### src/rtl/cfg_loader_pkg.sv
package cfg_loader_pkg;

    typedef enum logic [3:0] {
        ST_IDLE,
        ST_PROG,
        ST_PGAP,
        ST_RELEASE,
        ST_CHECK,
        ST_FETCH,
        ST_BLOW,
        ST_BDATA,
        ST_BHIGH,
        ST_PCHECK,
        ST_PLOW,
        ST_PHIGH
    } ld_state_e;

    localparam int NUM_WAITS = 3;
    localparam int WAIT_INIT = 0;
    localparam int WAIT_REL  = 1;
    localparam int WAIT_DONE = 2;

endpackage

### src/rtl/cfg_sync2.sv
module cfg_sync2 #(
    parameter int         W       = 2,
    parameter logic [W-1:0] RST_VAL = '0
) (
    input  logic         clk,
    input  logic         rst_n,
    input  logic [W-1:0] d,
    output logic [W-1:0] q
);
    for (genvar i = 0; i < W; i++) begin : g_bit
        logic s1, s2;
        always_ff @(posedge clk or negedge rst_n) begin
            if (!rst_n) begin
                s1 <= RST_VAL[i];
                s2 <= RST_VAL[i];
            end else begin
                s1 <= d[i];
                s2 <= s1;
            end
        end
        assign q[i] = s2;
    end
endmodule

### src/rtl/cfg_pace_timer.sv
module cfg_pace_timer #(
    parameter int DW = 8
) (
    input  logic          clk,
    input  logic          rst_n,
    input  logic          run,
    input  logic [DW-1:0] limit,
    output logic          tick
);
    localparam logic [DW-1:0] ONE = DW'(1);

    logic [DW-1:0] cnt;
    logic [DW-1:0] last;

    // an interval of 0 behaves as 1 cycle
    assign last = (limit == '0) ? '0 : limit - ONE;
    assign tick = run && (cnt == last);

    always_ff @(posedge clk or negedge rst_n) begin
        if (!rst_n) begin
            cnt <= '0;
        end else if (!run || tick) begin
            cnt <= '0;
        end else begin
            cnt <= cnt + ONE;
        end
    end

    // the count never passes the end of its interval
    assert_pace_bound_R5: assert property (@(posedge clk) disable iff (!rst_n)
        run && $stable(limit) |-> cnt <= last);
endmodule

### src/rtl/cfg_wait_timer.sv
module cfg_wait_timer #(
    parameter int TW = 20
) (
    input  logic          clk,
    input  logic          rst_n,
    input  logic          run,
    input  logic [TW-1:0] limit,
    output logic          expired
);
    localparam logic [TW-1:0] ONE = TW'(1);

    logic [TW-1:0] cnt;

    assign expired = run && (cnt >= limit);

    always_ff @(posedge clk or negedge rst_n) begin
        if (!rst_n) begin
            cnt <= '0;
        end else if (!run) begin
            cnt <= '0;
        end else if (cnt != '1) begin
            cnt <= cnt + ONE;
        end
    end

    // a fresh wait never starts out expired unless its limit is zero
    assert_wait_fresh_R8: assert property (@(posedge clk) disable iff (!rst_n)
        $rose(run) && limit != '0 |-> !expired);
endmodule

### src/rtl/cfg_serial_loader.sv
module cfg_serial_loader
    import cfg_loader_pkg::*;
#(
    parameter int CNT_W = 16,
    parameter int DLY_W = 8,
    parameter int TO_W  = 20
) (
    input  logic             clk,
    input  logic             rst_n,
    input  logic             start,
    input  logic [CNT_W-1:0] byte_count,
    input  logic [DLY_W-1:0] delay_cycles,
    input  logic [TO_W-1:0]  init_timeout,
    input  logic [TO_W-1:0]  release_timeout,
    input  logic [TO_W-1:0]  done_timeout,
    input  logic [7:0]       in_data,
    input  logic             in_valid,
    output logic             in_ready,
    output logic             tgt_prog_n,
    output logic             tgt_cclk,
    output logic             tgt_din,
    input  logic             tgt_init_n,
    input  logic             tgt_done,
    output logic             busy,
    output logic             done_ok,
    output logic             err_crc,
    output logic             err_timeout
);
    localparam int               BIT_W    = 3;
    localparam logic [BIT_W-1:0] LAST_BIT = BIT_W'(7);
    localparam logic [CNT_W-1:0] CNT_ONE  = CNT_W'(1);

    ld_state_e state, state_nx;

    // synchronized target status
    logic [1:0] stat_raw, stat_s;
    logic       init_act, done_s;

    assign stat_raw = {tgt_done, tgt_init_n};

    cfg_sync2 #(.W(2), .RST_VAL(2'b01)) u_sync (
        .clk   (clk),
        .rst_n (rst_n),
        .d     (stat_raw),
        .q     (stat_s)
    );

    assign init_act = !stat_s[0];
    assign done_s   = stat_s[1];

    // captured load parameters
    logic [DLY_W-1:0] delay_q;
    logic [TO_W-1:0]  lim_q [NUM_WAITS];
    logic [CNT_W-1:0] remain_q;
    logic [7:0]       shreg;
    logic [BIT_W-1:0] bit_q;

    // pacing
    logic pace_run, pace_tick;

    assign pace_run = (state == ST_PGAP)  || (state == ST_BLOW)  ||
                      (state == ST_BDATA) || (state == ST_BHIGH) ||
                      (state == ST_PLOW)  || (state == ST_PHIGH);

    cfg_pace_timer #(.DW(DLY_W)) u_pace (
        .clk   (clk),
        .rst_n (rst_n),
        .run   (pace_run),
        .limit (delay_q),
        .tick  (pace_tick)
    );

    // one timeout counter per wait
    logic [NUM_WAITS-1:0] wait_run, wait_exp;

    assign wait_run[WAIT_INIT] = (state == ST_PROG);
    assign wait_run[WAIT_REL]  = (state == ST_RELEASE);
    assign wait_run[WAIT_DONE] = (state == ST_PCHECK) || (state == ST_PLOW) ||
                                 (state == ST_PHIGH);

    for (genvar g = 0; g < NUM_WAITS; g++) begin : g_wait
        cfg_wait_timer #(.TW(TO_W)) u_wait (
            .clk     (clk),
            .rst_n   (rst_n),
            .run     (wait_run[g]),
            .limit   (lim_q[g]),
            .expired (wait_exp[g])
        );
    end

    // stream handshake
    logic take;
    assign in_ready = (state == ST_FETCH);
    assign take     = in_ready && in_valid;

    // completion events
    logic fin_ok, fin_crc, fin_to;
    logic accept;

    assign accept = (state == ST_IDLE) && start;

    // next-state logic
    always_comb begin
        state_nx = state;
        fin_ok   = 1'b0;
        fin_crc  = 1'b0;
        fin_to   = 1'b0;
        unique case (state)
            ST_IDLE: begin
                if (start) state_nx = ST_PROG;
            end
            ST_PROG: begin
                if (init_act) begin
                    state_nx = ST_PGAP;
                end else if (wait_exp[WAIT_INIT]) begin
                    state_nx = ST_IDLE;
                    fin_to   = 1'b1;
                end
            end
            ST_PGAP: begin
                if (pace_tick) state_nx = ST_RELEASE;
            end
            ST_RELEASE: begin
                if (!init_act) begin
                    state_nx = ST_CHECK;
                end else if (wait_exp[WAIT_REL]) begin
                    state_nx = ST_IDLE;
                    fin_to   = 1'b1;
                end
            end
            ST_CHECK: begin
                if (!done_s && init_act) begin
                    state_nx = ST_IDLE;
                    fin_crc  = 1'b1;
                end else if (remain_q == '0) begin
                    state_nx = ST_PCHECK;
                end else begin
                    state_nx = ST_FETCH;
                end
            end
            ST_FETCH: begin
                if (in_valid) state_nx = ST_BLOW;
            end
            ST_BLOW: begin
                if (pace_tick) state_nx = ST_BDATA;
            end
            ST_BDATA: begin
                if (pace_tick) state_nx = ST_BHIGH;
            end
            ST_BHIGH: begin
                if (pace_tick) state_nx = (bit_q == LAST_BIT) ? ST_CHECK : ST_BLOW;
            end
            ST_PCHECK: begin
                if (done_s) begin
                    state_nx = ST_IDLE;
                    fin_ok   = 1'b1;
                end else if (wait_exp[WAIT_DONE]) begin
                    state_nx = ST_IDLE;
                    fin_to   = 1'b1;
                end else begin
                    state_nx = ST_PLOW;
                end
            end
            ST_PLOW: begin
                if (pace_tick) state_nx = ST_PHIGH;
            end
            ST_PHIGH: begin
                if (pace_tick) state_nx = ST_PCHECK;
            end
            default: state_nx = ST_IDLE;
        endcase
    end

    // state register
    always_ff @(posedge clk or negedge rst_n) begin
        if (!rst_n) begin
            state <= ST_IDLE;
        end else begin
            state <= state_nx;
        end
    end

    // datapath and status
    always_ff @(posedge clk or negedge rst_n) begin
        if (!rst_n) begin
            delay_q     <= '0;
            remain_q    <= '0;
            shreg       <= '0;
            bit_q       <= '0;
            done_ok     <= 1'b0;
            err_crc     <= 1'b0;
            err_timeout <= 1'b0;
            for (int k = 0; k < NUM_WAITS; k++) lim_q[k] <= '0;
        end else begin
            if (accept) begin
                delay_q          <= delay_cycles;
                remain_q         <= byte_count;
                lim_q[WAIT_INIT] <= init_timeout;
                lim_q[WAIT_REL]  <= release_timeout;
                lim_q[WAIT_DONE] <= done_timeout;
                done_ok          <= 1'b0;
                err_crc          <= 1'b0;
                err_timeout      <= 1'b0;
            end
            if (take) begin
                shreg    <= in_data;
                remain_q <= remain_q - CNT_ONE;
                bit_q    <= '0;
            end else if (state == ST_BHIGH && pace_tick) begin
                shreg <= {shreg[6:0], 1'b0};
                bit_q <= bit_q + BIT_W'(1);
            end
            if (fin_ok)  done_ok     <= 1'b1;
            if (fin_crc) err_crc     <= 1'b1;
            if (fin_to)  err_timeout <= 1'b1;
        end
    end

    // registered pin outputs, decoded from the next state
    always_ff @(posedge clk or negedge rst_n) begin
        if (!rst_n) begin
            tgt_prog_n <= 1'b1;
            tgt_cclk   <= 1'b0;
            tgt_din    <= 1'b1;
            busy       <= 1'b0;
        end else begin
            tgt_prog_n <= !(state_nx == ST_PROG || state_nx == ST_PGAP);
            tgt_cclk   <= (state_nx == ST_BHIGH) || (state_nx == ST_PHIGH);
            busy       <= (state_nx != ST_IDLE);
            if (state_nx == ST_BDATA) begin
                tgt_din <= shreg[7];
            end else if (state_nx == ST_IDLE || state_nx == ST_PCHECK ||
                         state_nx == ST_PLOW || state_nx == ST_PHIGH) begin
                tgt_din <= 1'b1;
            end
        end
    end

    // status flags are mutually exclusive
    assert_status_excl_R9: assert property (@(posedge clk) disable iff (!rst_n)
        $onehot0({done_ok, err_crc, err_timeout}));

    // every finished load leaves a result
    assert_end_has_status_R9: assert property (@(posedge clk) disable iff (!rst_n)
        $fell(busy) |-> (done_ok || err_crc || err_timeout));

    // success only after DONE was seen
    assert_ok_after_done_R9: assert property (@(posedge clk) disable iff (!rst_n)
        $rose(done_ok) |-> $past(done_s));

    // bytes are accepted only mid-load with program released
    assert_ready_window_R11: assert property (@(posedge clk) disable iff (!rst_n)
        in_ready |-> (busy && tgt_prog_n));

    // data is stable while the clock is high
    assert_din_hold_R5: assert property (@(posedge clk) disable iff (!rst_n)
        tgt_cclk && $past(tgt_cclk) |-> $stable(tgt_din));

    // no configuration clock while program is asserted
    assert_no_clk_in_reset_R2: assert property (@(posedge clk) disable iff (!rst_n)
        !tgt_prog_n |-> !tgt_cclk);
endmodule

### config.mk
export PLATFORM = sky130hd
export DESIGN_NAME = cfg_serial_loader
export DESIGN_NICKNAME = d
export VERILOG_FILES = /design/src/rtl/cfg_loader_pkg.sv /design/src/rtl/cfg_sync2.sv /design/src/rtl/cfg_pace_timer.sv /design/src/rtl/cfg_wait_timer.sv /design/src/rtl/cfg_serial_loader.sv
export SDC_FILE = /design/constraint.sdc
export NUM_CORES = 1
export LEC_CHECK = 0
export BUFFER_PORTS_ARGS = -buffer_cell sky130_fd_sc_hd__buf_2
export CORE_MARGIN = 2
export CORE_UTILIZATION = 60
export DETAILED_ROUTE_END_ITERATION = 10
export PLACE_DENSITY = 0.9
export SLEW_MARGIN = 20
export SYNTH_ARGS = -nofsm -noshare
export SYNTH_HDL_FRONTEND = slang
export SYNTH_HIERARCHICAL = 1
export SYNTH_SLANG_ARGS = --single-unit
### constraint.sdc
create_clock -name clk -period 11.6 [get_ports clk]
set_input_delay 1.74 -clock clk [delete_from_list [all_inputs] [get_ports clk]]
set_output_delay 1.74 -clock clk [all_outputs]
set_load 0.02 [all_outputs]
# Word level (Yosys, flattened, before mapping)
# Cells that the tools add are included.
dict set report classes {
  bitwise 0
  multipliers 0
  reduce_logical 36
  n_eq_ne 26
  n_shift 0
  magnitude_cmp 3
  add_sub_neg 7
  mux 49
  div_mod_pow 0
}
# cell n
set ops {}
lappend ops {{$mux 20} 6}
lappend ops {{$mux 4} 16}
lappend ops {{$add 20x1->20 const B} 3}
lappend ops {{$ge 20x20->1} 3}
lappend ops {{$ne 20x20->1 const B} 3}
lappend ops {{$pmux 4 s12} 1}
lappend ops {{$eq 4x4->1 const B} 8}
lappend ops {{$mux 16} 2}
lappend ops {{$mux 8} 4}
lappend ops {{$eq 4x3->1 const B} 5}
lappend ops {{$logic_not 16->1} 1}
lappend ops {{$mux 1} 16}
lappend ops {{$sub 16x1->16 const B} 1}
lappend ops {{$logic_or 1x1->1} 13}
lappend ops {{$eq 4x2->1 const B} 3}
lappend ops {{$reduce_bool 2->1} 6}
lappend ops {{$add 8x1->8 const B} 1}
lappend ops {{$eq 4x1->1 const B} 2}
lappend ops {{$eq 8x8->1} 1}
lappend ops {{$logic_and 1x1->1} 8}
lappend ops {{$logic_not 4->1} 2}
lappend ops {{$logic_not 8->1} 1}
lappend ops {{$sub 8x1->8 const B} 1}
lappend ops {{$mux 3} 2}
lappend ops {{7 further kinds} 12}
dict set report totals {
  latch_bits 0
  mem_bits_rw 0
  register_bits 178
  out_inout_bits 8
  n_memories 0
  romBits 0
}

# Longest topological paths before layout
dict set report depth {
  word_depth 15
  depth_mapped 15
}

# Hierarchy
# Netlist, hierarchy kept.
# mod seq_area_each_um2 cells_each area_each_um2 instances
set by_module_without_submodules {}
lappend by_module_without_submodules {cfg_serial_loader 2655.0 532 4724.5 1}
lappend by_module_without_submodules {cfg_wait_timer 500.5 179 1557.7 3}
lappend by_module_without_submodules {cfg_pace_timer 200.2 98 815.8 1}
lappend by_module_without_submodules {cfg_sync2 102.6 6 117.6 1}

# Worst setup path after synthesis
# OpenSTA, ideal clock, no wires.
dict set report synth_path {
  path_type {flip-flop to flip-flop}
  from {register delay_q[0]}
  to {register tgt_din}
  period_less_slack_ps 3641
  t_arrival_ps 3557
  t_required_ps 11516
  path_slack_ps 7959
  setup_ps 84
  stages_incl_launch_ff 15
  path_cell_list {dfrtp_1 inv_1 ha_1 buf_2 nor3b_1 nand2_1 a311o_2 a2111oi_4 and2_1 clkbuf_1 mux2i_1 a221oi_1 o2111ai_1 o22a_2 o32a_2}
}
dict set report synth_between {
  elab_chain_len 11
  word_cells_on_any_way 22
}
# element line_no
set synth_rtl {}
lappend synth_rtl {{start, declared} cfg_serial_loader.sv:52} ;# logic [DLY_W-1:0] delay_q;
lappend synth_rtl {{start signal, assigned} cfg_serial_loader.sv:196} ;# delay_q <= delay_cycles;
lappend synth_rtl {{$sub 8x1->8 / $logic_not 8->1 (equally long branches)} cfg_pace_timer.sv:16} ;# assign last = (limit == '0) ? '0 : limit - ONE;
lappend synth_rtl {{$mux 8 *} cfg_pace_timer.sv:16}
lappend synth_rtl {{$eq 8x8->1 *} cfg_pace_timer.sv:17} ;# assign tick = run && (cnt == last);
lappend synth_rtl {{$logic_and 1x1->1 *} cfg_pace_timer.sv:17}
lappend synth_rtl {{named net pace_tick} cfg_serial_loader.sv:59} ;# logic pace_run, pace_tick;
lappend synth_rtl {{$mux 4 (tied with other cells)} cfg_serial_loader.sv:168} ;# if (pace_tick) state_nx = ST_PCHECK;
lappend synth_rtl {{$pmux 4 s12 *} cfg_serial_loader.sv:108} ;# unique case (state)
lappend synth_rtl {{named net state_nx[0]} cfg_serial_loader.sv:33} ;# ld_state_e state, state_nx;
lappend synth_rtl {{$eq 4x4->1 / $logic_not 4->1 (equally long branches)} cfg_serial_loader.sv:232} ;# end else if (state_nx == ST_IDLE || state_nx == ST_PCHECK ||
lappend synth_rtl {{$logic_or 1x1->1 (2 in series)} cfg_serial_loader.sv:232}
lappend synth_rtl {{$logic_or 1x1->1} cfg_serial_loader.sv:233} ;# state_nx == ST_PLOW || state_nx == ST_PHIGH) begin
lappend synth_rtl {{$reduce_bool 2->1 (no line)} --}
lappend synth_rtl {{end signal, assigned} cfg_serial_loader.sv:231} ;# tgt_din <= shreg[7];
lappend synth_rtl {{end, declared} cfg_serial_loader.sv:21} ;# output logic tgt_din,
# The timed path passes the listed nets; every way through them passes the cells marked *.
# A chain may end at the register's enable or synchronous reset.

# Worst setup path after layout
# Ends and elaborated chain as after synthesis.

==> impl_metrics.csv <==
group,metric,value,unit
timing,worst_pin_slew,880.1,ps
floorplan,dieArea,18280,sq um
cts,cts_buffer_depth,2,
timing,fin_skew,6.048,ps
layout,multiInputGateArea,5318,sq um
grt,antenna_found_initial,0,
pwr,power.density,199.2,nW/um^2
placement,place.gp.congestion,0.8745,
cts,postCtsSetupBuffers,0,
grt,grt_usage,0.2671,
synth,synth_edf_count,0,
critical_path,cp.required,11980,ps
synth,yosys_warnings,6,
placement,numPlacedInstances,1451,
detailed_routing,drcViolationCount,0,
synth,post_synth_mux_area_share,0.01066,
layout,final_nets,1416,
cts,cts_resized,0,
synth,async_flop_share,1.000,
synth,synthAdderAreaFrac,0.08235,
floorplan,ios,106,
critical_path,regToRegStartpoint,"delay_q[0]",
synth,synthSimpleGateAreaFrac,0.2677,
grt,grt_max_degree,72,
placement,dp_hpwl,16400,um
detailed_routing,wl_met1,10320,um
layout,n_antenna_cell,0,
synth,synth_cell_type_count,79,
cts,cts_made_buffers,17,
detailed_routing,wl_met2,11450,um
min_path,min_from,"u_sync/g_bit[1].s1",
synth,synth-compound-area-share,0.1155,
pwr,ir_worst_vdd,0.1271,mV
layout,regArea,4459,sq um
cts,htree_levels,4,
floorplan,core_area,16700,sq um
timing,tns,0,ps
timing,setup_viol,0,
synth,postSynthCellCount,1173,
grt,grt_pass1_vias,8458,
grt,grt_pass1_wl,39300,um
cts,cts_tree,"done",
cts,hold_buffers,0,
timing,fin_crit_sh,0.3742,
detailed_routing,num_vias,8612,
cts,clk_latency,430,ps
layout,areaGrowthSynthToFinish,11.75,%
detailed_routing,routed.top_layer,"met4",
floorplan,die_x,135.2,um
synth,synth-seq-cells,178,
synth,synth_top_family_by_area,"simple AND/OR/NAND/NOR gates",
cts,cts_root_buf,"clkbuf_16",
detailed_routing,wirelength,23380,um
pwr,total_power,0.002300,W
synth,synthFlopType,"dfrtp_1",
floorplan,fp.dieH,135.2,um
detailed_routing,met3_wirelength,1015,um
critical_path,crit_arrival,4720,ps
synth,synth_area,10330,sq um
critical_path,timing_worst_setup_path_type,"flip-flop to flip-flop",
critical_path,startpoint_type,"flip-flop",
min_path,worst_hold_path_type,"flip-flop to flip-flop",
synth,syn_avg_cell_area,8.807,sq um
synth,seq_area_frac_synth,0.4316,
floorplan,rows,47,
grt,grt_overflow_total,0,
detailed_routing,wl_per_cell,15.77,um
layout,nFillCells,1297,
cts,clock_sinks,178,
detailed_routing,first_iter_violations,786,
timing,relSlewSlack,0.4133,
detailed_routing,ant_nets,0,
synth,synth-xor-area-share,0.03815,
placement,port_buffers,105,
timing,rsz0062_at_grt,"false",
cts,path_clk_slew,70,ps
critical_path,end_kind,"flip-flop",
pwr,p_leak,5.437,nW
job,cap_viol_max_count,0,
detailed_routing,dr.pass1.iters,5,
placement,dpl-instance-area,10910,sq um
critical_path,critPathLaunch,"delay_q[0]",
timing,min_period,4341,ps
layout,fin_cells,1482,
layout,drive_above_1_share,0.1506,
run_status,outcome,"finished, final reports clean",
floorplan,floorplan.initialDensity,0.6186,
timing,report.final.slew_viol_count,0,
layout,final_cell_area,11540,sq um
detailed_routing,vias_per_cell,5.811,
critical_path,critPathMaxFanout,10,
synth,synth_fp_nets,1339,
timing,fmax,230.4,MHz
timing,finalHoldViolCount,0,
## cell type report
class                   count  share of cell area
clock buffers              20             0.03956
clock inverters            11             0.01539
inverters                  79             0.02569
multi-input cells         865              0.4606
flip-flops and latches    178              0.3863
well taps                 220             0.02384
repair buffers            109             0.04866
## flip-flops by register name, indices dropped and copies added (netlist names)
name / flops
shreg: 8
u_pace/cnt: 8
err_timeout: 1
tgt_prog_n: 1
g_wait.u_wait/cnt: 60
remain_q: 16
lim_q: 60
tgt_cclk: 1
err_crc: 1
state: 4
delay_q: 8
tgt_din: 1
done_ok: 1
busy: 1
bit_q: 3
u_sync/g_bit.s2: 2
u_sync/g_bit.s1: 2
## worst max-delay path: stages, from the launching register on
cell and delay (ps):
dfrtp_1 430, inv_1 100, ha_1 380, nor3b_1 430, nand2_1 170, a311o_2 380
a2111oi_4 650, and2_1 430, mux2i_1 130, a221oi_1 300, o2111ai_1 270, nor4_1 410
o32a_2 220
## cell usage in the layout (no fill, tap or decap), drive strengths merged, types with 5 or more instances in the layout
cell type	netlist	routed
nand4	25	25
or3	12	12
o22ai	6	6
and4	13	13
dfrtp	174	174
nand2b	10	10
and2	10	10
o211ai	6	6
nor3	24	24
a211oi	9	9
clkinv	3	6
clkbuf	31	20
nand2	271	271
nor4	8	8
xnor2	19	19
xor2	26	26
nor2	92	92
buf	20	109
ha	68	68
a21oi	44	44
inv	76	78
mux2i	11	11
nand3	43	43
or2	7	7
nor3b	7	7
nor2b	7	7
o311ai	5	5
a211o	5	5
a311oi	12	12
o21ai	37	37
a31oi	21	21
and3	15	15
## synth_stat cells, types with 25 or more instances
| master | n | share of area |
|---|---|---|
| nor2_1 | 92 | 0.033 |
| o21ai_0 | 37 | 0.018 |
| inv_1 | 76 | 0.028 |
| a21oi_1 | 44 | 0.021 |
| nand2_1 | 271 | 0.098 |
| clkbuf_1 | 30 | 0.011 |
| xor2_1 | 26 | 0.022 |
| nand3_1 | 33 | 0.016 |
| nand4_1 | 25 | 0.015 |
| dfrtp_1 | 174 | 0.42 |
| ha_1 | 68 | 0.082 |
## metrics by stage
step	util	setup slack [ps]	hold slack [ps]
detailed placement	0.6533	7450	336.4
global route	0.6913	6964	363.8
global placement	0.6533	7566	331.7
floorplan	-	7959	331.2
finish	0.6913	7259	348.2
CTS	0.6913	7358	350.8
## routing by layer
metal | vias to the layer above | GRT usage
li1 | 4207 | -
met1 | 4136 | 0.3452
met2 | 229 | 0.4461
met3 | 40 | 0.05462
met4 | 0 | 0.1013
met5 | - | 0
## path summary, 6_finish.rpt
path	endpoint	slack (ps)	cells past startpoint
worst max-delay path	tgt_din	7260	12
worst min-delay path	u_sync/g_bit[1].s2	350	0
worst max register to register	tgt_din	7260	12
worst min register to register	u_sync/g_bit[1].s2	350	0
max in group asynchronous	lim_q[34]	8380	3
min in group asynchronous	lim_q[53]	1270	1
## where the power goes
group / total (W) / internal [W] / switching, W
clock: 0.000622 / 0.000374 / 0.000248
sequential: 0.000947 / 0.000794 / 0.000153
combinational: 0.000732 / 0.000283 / 0.000449
## cell families (layout without fill, tap and decap cells)
logic type                 Yosys count  after routing
and+or+nand+nor                    563            563
AOI/OAI and AO/OA                  178            178
DFF                                178            178
buffers and inverters              130            219
adders and majority gates           68             68
xor gates and xnor gates            45             45
muxes                               11             11
Power figures use the tool's default switching activity.
